<file path="src/rtl/snc_pkg.sv">
package snc_pkg;

  typedef enum logic [1:0] {
    ST_INV = 2'd0,
    ST_RO  = 2'd1,
    ST_EX  = 2'd2
  } entState_e;

  typedef enum logic [1:0] {
    MSG_NONE = 2'd0,
    MSG_RR   = 2'd1,
    MSG_WR   = 2'd2,
    MSG_VR   = 2'd3
  } msgKind_e;

  typedef struct packed {
    logic latchOp;     // capture processor request
    logic localWrite;  // write op data into the op entry, make it Exclusive
    logic latchResp;   // remember object of a snooped read request
    logic sendVr;      // value response driven this cycle
    logic capHit;      // read data from the table
    logic capBus;      // read data from the snooped value response
  } ctlStrobe_t;

endpackage

</file>
<file path="src/rtl/snc_entry.sv">
module snc_entry
  import snc_pkg::*;
#(
  parameter int DATA_W = 8
) (
  input  logic              clk,
  input  logic              rstN,
  input  logic              snpHit,
  input  logic [1:0]        snpKind,
  input  logic [DATA_W-1:0] snpData,
  input  logic              doWrite,
  input  logic [DATA_W-1:0] wrData,
  input  logic              doDowngrade,
  output entState_e         entSt,
  output logic [DATA_W-1:0] entVal
);

  always_ff @(posedge clk) begin
    if (!rstN) begin
      entSt  <= ST_INV;
      entVal <= '0;
    end else if (snpHit) begin
      if (snpKind == MSG_WR) begin
        entSt <= ST_INV;
      end else if (snpKind == MSG_VR && entSt == ST_INV) begin
        entSt  <= ST_RO;
        entVal <= snpData;
      end
    end else if (doWrite) begin
      entSt  <= ST_EX;
      entVal <= wrData;
    end else if (doDowngrade && entSt == ST_EX) begin
      entSt <= ST_RO;
    end
  end

endmodule

</file>
<file path="src/rtl/snc_datapath.sv">
module snc_datapath
  import snc_pkg::*;
#(
  parameter int OBJ_W  = 3,
  parameter int DATA_W = 8,
  parameter int SRC_W  = 2,
  parameter int MY_ID  = 1
) (
  input  logic              clk,
  input  logic              rstN,
  input  ctlStrobe_t        stb,
  input  logic              cpuWrite,
  input  logic [OBJ_W-1:0]  cpuObj,
  input  logic [DATA_W-1:0] cpuWdata,
  input  logic              snpValid,
  input  logic [1:0]        snpKind,
  input  logic [OBJ_W-1:0]  snpObj,
  input  logic [DATA_W-1:0] snpData,
  input  logic [SRC_W-1:0]  snpSrc,
  output logic              opWrite,
  output entState_e         opState,
  output logic              snpHitOp,
  output logic              snpRrHit,
  output logic              snpVrResp,
  output logic              snpVrOp,
  output logic [OBJ_W-1:0]  outObj,
  output logic [DATA_W-1:0] outData,
  output logic [DATA_W-1:0] cpuRdata
);

  localparam int NUM_OBJ = 1 << OBJ_W;

  logic [OBJ_W-1:0]  opObj;
  logic [DATA_W-1:0] opData;
  logic [OBJ_W-1:0]  respObj;
  entState_e         entSt  [NUM_OBJ];
  logic [DATA_W-1:0] entVal [NUM_OBJ];
  logic              foreignMsg;

  assign foreignMsg = snpValid && (snpSrc != SRC_W'(MY_ID));

  for (genvar i = 0; i < NUM_OBJ; i++) begin : g_ent
    snc_entry #(.DATA_W(DATA_W)) entry_i (
      .clk        (clk),
      .rstN       (rstN),
      .snpHit     (foreignMsg && snpObj == OBJ_W'(i)),
      .snpKind    (snpKind),
      .snpData    (snpData),
      .doWrite    (stb.localWrite && opObj == OBJ_W'(i)),
      .wrData     (opData),
      .doDowngrade(stb.sendVr && respObj == OBJ_W'(i)),
      .entSt      (entSt[i]),
      .entVal     (entVal[i])
    );
  end

  always_ff @(posedge clk) begin
    if (!rstN) begin
      opObj    <= '0;
      opData   <= '0;
      opWrite  <= 1'b0;
      respObj  <= '0;
      cpuRdata <= '0;
    end else begin
      if (stb.latchOp) begin
        opObj   <= cpuObj;
        opData  <= cpuWdata;
        opWrite <= cpuWrite;
      end
      if (stb.latchResp) respObj <= snpObj;
      if (stb.capHit)      cpuRdata <= entVal[opObj];
      else if (stb.capBus) cpuRdata <= snpData;
    end
  end

  assign opState   = entSt[opObj];
  assign snpHitOp  = foreignMsg && snpObj == opObj;
  assign snpRrHit  = foreignMsg && snpKind == MSG_RR && entSt[snpObj] != ST_INV;
  assign snpVrResp = foreignMsg && snpKind == MSG_VR && snpObj == respObj;
  assign snpVrOp   = foreignMsg && snpKind == MSG_VR && snpObj == opObj;
  assign outObj    = stb.sendVr ? respObj : opObj;
  assign outData   = stb.sendVr ? entVal[respObj] : opData;

endmodule

</file>
<file path="src/rtl/snc_control.sv">
module snc_control
  import snc_pkg::*;
(
  input  logic       clk,
  input  logic       rstN,
  input  logic       cpuReq,
  input  logic       busGrant,
  input  logic       opWrite,
  input  entState_e  opState,
  input  logic       snpHitOp,
  input  logic       snpRrHit,
  input  logic       snpVrResp,
  input  logic       snpVrOp,
  output ctlStrobe_t stb,
  output logic       cpuBusy,
  output logic       cpuRdValid,
  output logic       busReq,
  output logic       outValid,
  output logic [1:0] outKind
);

  typedef enum logic [1:0] {S_IDLE, S_OP, S_WAIT} fsm_e;

  fsm_e st, stNext;
  logic respPend;
  logic needBus, grantMe, localDone;

  assign needBus   = opWrite ? (opState != ST_EX) : (opState == ST_INV);
  assign busReq    = respPend || (st == S_OP && needBus);
  assign grantMe   = busGrant && busReq;
  assign localDone = st == S_OP && !respPend && !needBus && !snpHitOp;
  assign outValid  = grantMe;
  assign cpuBusy   = st != S_IDLE;

  always_comb begin
    if (!grantMe)      outKind = MSG_NONE;
    else if (respPend) outKind = MSG_VR;
    else if (opWrite)  outKind = MSG_WR;
    else               outKind = MSG_RR;
  end

  always_comb begin
    stb.latchOp    = st == S_IDLE && cpuReq;
    stb.latchResp  = snpRrHit && !respPend;
    stb.sendVr     = grantMe && respPend;
    stb.localWrite = opWrite && (localDone || (st == S_OP && grantMe && !respPend));
    stb.capHit     = !opWrite && localDone;
    stb.capBus     = st == S_WAIT && snpVrOp;
  end

  always_comb begin
    stNext = st;
    case (st)
      S_IDLE: if (cpuReq) stNext = S_OP;
      S_OP: begin
        if (localDone) stNext = S_IDLE;
        else if (grantMe && !respPend) stNext = opWrite ? S_IDLE : S_WAIT;
      end
      S_WAIT: if (snpVrOp) stNext = S_IDLE;
      default: stNext = S_IDLE;
    endcase
  end

  always_ff @(posedge clk) begin
    if (!rstN) begin
      st         <= S_IDLE;
      respPend   <= 1'b0;
      cpuRdValid <= 1'b0;
    end else begin
      st         <= stNext;
      cpuRdValid <= stb.capHit || stb.capBus;
      if (stb.sendVr || snpVrResp) respPend <= 1'b0;
      else if (snpRrHit)           respPend <= 1'b1;
    end
  end

endmodule

</file>
<file path="src/rtl/snc_top.sv">
module snc_top
  import snc_pkg::*;
#(
  parameter int OBJ_W  = 3,
  parameter int DATA_W = 8,
  parameter int SRC_W  = 2,
  parameter int MY_ID  = 1
) (
  input  logic              clk,
  input  logic              rstN,
  input  logic              cpuReq,
  input  logic              cpuWrite,
  input  logic [OBJ_W-1:0]  cpuObj,
  input  logic [DATA_W-1:0] cpuWdata,
  output logic              cpuBusy,
  output logic              cpuRdValid,
  output logic [DATA_W-1:0] cpuRdata,
  output logic              busReq,
  input  logic              busGrant,
  output logic              outValid,
  output logic [1:0]        outKind,
  output logic [OBJ_W-1:0]  outObj,
  output logic [DATA_W-1:0] outData,
  output logic [SRC_W-1:0]  outSrc,
  input  logic              snpValid,
  input  logic [1:0]        snpKind,
  input  logic [OBJ_W-1:0]  snpObj,
  input  logic [DATA_W-1:0] snpData,
  input  logic [SRC_W-1:0]  snpSrc
);

  ctlStrobe_t stb;
  logic       opWrite;
  entState_e  opState;
  logic       snpHitOp, snpRrHit, snpVrResp, snpVrOp;

  assign outSrc = SRC_W'(MY_ID);

  snc_control control_i (
    .clk       (clk),
    .rstN      (rstN),
    .cpuReq    (cpuReq),
    .busGrant  (busGrant),
    .opWrite   (opWrite),
    .opState   (opState),
    .snpHitOp  (snpHitOp),
    .snpRrHit  (snpRrHit),
    .snpVrResp (snpVrResp),
    .snpVrOp   (snpVrOp),
    .stb       (stb),
    .cpuBusy   (cpuBusy),
    .cpuRdValid(cpuRdValid),
    .busReq    (busReq),
    .outValid  (outValid),
    .outKind   (outKind)
  );

  snc_datapath #(
    .OBJ_W(OBJ_W), .DATA_W(DATA_W), .SRC_W(SRC_W), .MY_ID(MY_ID)
  ) datapath_i (
    .clk      (clk),
    .rstN     (rstN),
    .stb      (stb),
    .cpuWrite (cpuWrite),
    .cpuObj   (cpuObj),
    .cpuWdata (cpuWdata),
    .snpValid (snpValid),
    .snpKind  (snpKind),
    .snpObj   (snpObj),
    .snpData  (snpData),
    .snpSrc   (snpSrc),
    .opWrite  (opWrite),
    .opState  (opState),
    .snpHitOp (snpHitOp),
    .snpRrHit (snpRrHit),
    .snpVrResp(snpVrResp),
    .snpVrOp  (snpVrOp),
    .outObj   (outObj),
    .outData  (outData),
    .cpuRdata (cpuRdata)
  );

endmodule

</file>
<file path="config.mk">
export PLATFORM = sky130hd
export DESIGN_NAME = snc_top
export DESIGN_NICKNAME = d
export VERILOG_FILES = /design/src/rtl/snc_pkg.sv /design/src/rtl/snc_entry.sv /design/src/rtl/snc_datapath.sv /design/src/rtl/snc_control.sv /design/src/rtl/snc_top.sv
export SDC_FILE = /design/constraint.sdc
export NUM_CORES = 1
export LEC_CHECK = 0
export BUFFER_PORTS_ARGS = -buffer_cell sky130_fd_sc_hd__buf_2
export CAP_MARGIN = 10
export CORE_ASPECT_RATIO = 0.5
export CORE_MARGIN = 2
export CORE_UTILIZATION = 29
export CTS_CLUSTER_DIAMETER = 120
export DETAILED_ROUTE_END_ITERATION = 10
export GPL_TIMING_DRIVEN = 0
export PLACE_DENSITY_LB_ADDON = 0.2
export SLEW_MARGIN = 20
export SYNTH_ARGS = -nofsm -noshare
export SYNTH_HDL_FRONTEND = slang
export SYNTH_SLANG_ARGS = --single-unit
</file>
<file path="constraint.sdc">
create_clock -name clk -period 7.15 [get_ports clk]
set_input_delay 1.43 -clock clk [delete_from_list [all_inputs] [get_ports clk]]
set_output_delay 1.43 -clock clk [all_outputs]
set_load 0.05 [all_outputs]
</file>
==> flow_metrics.tcl <==
set metrics [dict create \
    cts.sinks 107 \
    outcome "finished, final reports clean" \
    hold_path_class "reg2reg" \
    number_of_enable_type_register_cells_in_the_synthesized_netlist 0 \
    antenna_found_initial 0 \
    worstSetupPathDepth 7 \
    rsz_0062_raised_after_global_routing "no" \
    synth_area_sq_um 6560 \
    synth-main-ff-cell "sky130_fd_sc_hd__dfxtp_1" \
    postCtsSetupBuffers 0 \
    finalSetupViolCount 0 \
    core-area_sq_um 21900 \
    most_common_library_cell_in_the_layout_ignoring_fill_and_taps "sky130_fd_sc_hd__dfxtp_1" \
    grt.overflow.total 0 \
    cts_buffers 9 \
    antennaDiodeCount 0 \
    place.detailed.hpwl_mm 18.4 \
    clock_tree.buffer_depth 2 \
    drc 0 \
    placement.io_buffers 46 \
    wire_length_of_the_first_global_routing_pass_mm 37.2 \
    synth.avg_cell_area_sq_um 9.62 \
    worst_ir_drop_vdd_mv 0.111 \
    drt_pre_antenna_iters 5 \
    post_route_cells_drive_above_1_share 0.202 \
    cts-htree-levels 3 \
    yosys_warnings 0 \
    power_density_nw_per_um2 180 \
    finalCriticalPeriod_ns 4.76 \
    layout.filler_cells 2267 \
    post_cts_resized 0 \
    final.period_utilization 0.666 \
    timing.critical_path.from_type "input port" \
    tns_ns 0 \
    final.setup_skew_ns 0.0205 \
    cts_tree "yes" \
    ant_nets 0 \
    crit_type "in2out" \
    max_cap_viol_count 0 \
    crit-reg2reg-capture "datapath_i.g_ent[0].entry_i.entVal[0]" \
    global_route.usage.total 0.208 \
    cp_num_buf_inv 4 \
    synthCells 682 \
    final_hold_viol_count 0 \
    synth-seq-area-share 0.327 \
    synth.distinct_cells 72 \
    gpl.final_weighted_congestion 0.903 \
    worst_path_largest_cell_delay_ns 0.58 \
    timing.critical_path.max_delay_family "buffers and inverters" \
    combinational_family_with_the_most_area_after_synthesis "multiplexers" \
    clock_pin_slew_on_the_worst_setup_and_hold_paths_ns 0.08 \
    synth_xor_area_frac 0.00801 \
    synth_compound_area_frac 0.214 \
    drt-vias-per-instance 5.82 \
    die_x_um 217 \
    finalMaxSlewViolations 0 \
    clkLatencyLatePin_ns 0.37 \
    synth_seq_cells 107 \
    layout.cells.most_common_list "sky130_fd_sc_hd__dfxtp_1, sky130_fd_sc_hd__nand2_1, sky130_fd_sc_hd__buf_2, sky130_fd_sc_hd__mux2i_1, sky130_fd_sc_hd__o211ai_1" \
    start_util 0.299 \
    synth-async-reset-ratio 0 \
    finalCoreUtilization 0.344 \
    setup.worst_path.end "outData[3]" \
    timing_worst_slew_pin_value_ns 1.04 \
    grt_max_degree 23 \
    crit_path_cell_trace "buf_2 > nand2_1 > clkbuf_1 > clkbuf_1 > nand2_1 > o21ai_0 > buf_2" \
    reg2reg_setup_slack_ns 4.12 \
    post_synth_fa_ha_maj_area_fraction 0 \
    timing.critical_path.required_ns 5.72 \
    cp.arrival_ns 3.33 \
    cts-hold-fix-buffers 0 \
    root_buffer "sky130_fd_sc_hd__clkbuf_16" \
    r2r_cells 8 \
    wire_per_inst_um 23.2 \
    area.growth.synth_to_final_pct 15.1 \
    critPathSlowestCell "sky130_fd_sc_hd__clkbuf_1" \
    cp-end-kind "primary output" \
    startpoint "busGrant" \
    achievable-frequency_mhz 210 \
    rows 38 \
    finalNetCount 776 \
    num_vias 6103 \
    synth_simple_gate_area_share 0.179 \
    relSlewSlack 0.298 \
    totalWireLength_mm 24.3 \
    p_leak_nw 2.51 \
    synth.area.mux_share 0.228 \
    drtIter0Drc 591 \
    reg2reg_from "datapath_i.opObj[0]" \
    crit_path_max_fanout 10 \
    die_area_sq_um 23900 \
    mappedNetlistNets 714 \
    dieHeight_um 110 \
    pin_count 59 \
    first_global_vias 5862 \
]
==> area by class of cell <==
type                    instances  area (sq um)  share of cell area
multi-input cells             511          4180               0.553
flip-flops and latches        107          2140               0.284
well taps                     300           375              0.0497
repair buffers                 51           262              0.0346
plain buffers                  57           256              0.0340
clock buffers                   9           225              0.0298
clock inverters                 7          85.1              0.0113
inverters                       7          26.3             0.00348
==> sequential cells by signal, summed over array words and instances, names as in the netlist <==
register,cells
datapath_i.g_ent.entry_i.entVal,64
datapath_i.g_ent.entry_i.entSt,16
datapath_i.cpuRdata,8
datapath_i.opData,8
datapath_i.opObj,3
datapath_i.respObj,3
control_i.st,2
control_i.cpuRdValid,1
control_i.respPend,1
datapath_i.opWrite,1
==> cell families (layout without fill, tap and decap cells) <==
logic type / count (synthesis) / after routing
flops: 107 / 107
mux: 101 / 101
other cells: 2 / 2
simple gates: 222 / 222
xor+xnor: 6 / 6
buf+inv: 64 / 131
compound gates: 180 / 180
==> worst min path at each step <==
stage                                                startpoint                                     to  slack (ns)  cells past startpoint
final                     datapath_i.g_ent[7].entry_i.entVal[7]  datapath_i.g_ent[7].entry_i.entVal[7]        0.47                      2
after global routing      datapath_i.g_ent[7].entry_i.entVal[7]  datapath_i.g_ent[7].entry_i.entVal[7]        0.50                      2
after CTS                 datapath_i.g_ent[7].entry_i.entVal[7]  datapath_i.g_ent[7].entry_i.entVal[7]        0.47                      2
after detailed placement  datapath_i.g_ent[7].entry_i.entVal[7]  datapath_i.g_ent[7].entry_i.entVal[7]        0.45                      2
after global placement    datapath_i.g_ent[7].entry_i.entVal[7]  datapath_i.g_ent[7].entry_i.entVal[7]        0.45                      2
after floorplan           datapath_i.g_ent[7].entry_i.entVal[0]  datapath_i.g_ent[7].entry_i.entVal[0]        0.44                      2
==> through the flow <==
step	hold WS (ns)	power (mW)	cells	setup slack, ns	cell area (sq um)
floorplan	0.435	0.767	682	2.73	6560
global placement	0.448	0.833	1028	2.38	7170
detailed placement	0.455	0.836	1032	2.42	7220
CTS	0.466	1.36	1048	2.39	7530
global route	0.496	1.41	1049	2.23	7550
finish	0.468	1.36	1049	2.39	7550
==> power by group <==
part           switching, mW  internal (mW)  total (mW)
clock                  0.285          0.253       0.538
sequential            0.0143          0.605       0.619
combinational          0.142         0.0627       0.205
total                  0.441          0.921        1.36
==> worst reg2reg max path, cell delays in order (launching register included) <==
cell,delay [ns]
sky130_fd_sc_hd__dfxtp_1,0.33
sky130_fd_sc_hd__buf_6,0.18
sky130_fd_sc_hd__mux4_2,0.53
sky130_fd_sc_hd__mux2i_2,0.42
sky130_fd_sc_hd__nand2b_1,0.22
sky130_fd_sc_hd__mux2_1,0.34
sky130_fd_sc_hd__buf_4,0.20
sky130_fd_sc_hd__a41oi_2,0.54
sky130_fd_sc_hd__o2bb2ai_1,0.15
==> synth_stat cells (all sizes together) (6+ instances only) <==
cell type,n,area (sq um)
o21ai,19,98.9
nor4,11,68.8
clkbuf,27,101
nor2b,18,113
a22oi,16,120
mux2,13,146
o311ai,9,78.8
a21boi,6,45.0
o2bb2ai,16,140
nor2,16,60.1
o211ai,42,315
nand3,32,180
o41a,6,67.6
a21oi,21,113
nand2b,11,68.8
a31o,6,52.6
dfxtp,107,2140
inv,7,26.3
nand2,72,273
and3,7,43.8
buf,30,155
mux2i,51,514
mux4,37,833
nor3,20,111
and2,7,43.8
==> routing by layer <==
metal	routed length, um	GRT usage
met2	10700	0.332
met5	0	0
met4	370	0.0509
met3	1360	0.0343
met1	11900	0.296
No activity file was read; power rests on OpenSTA's default activity.
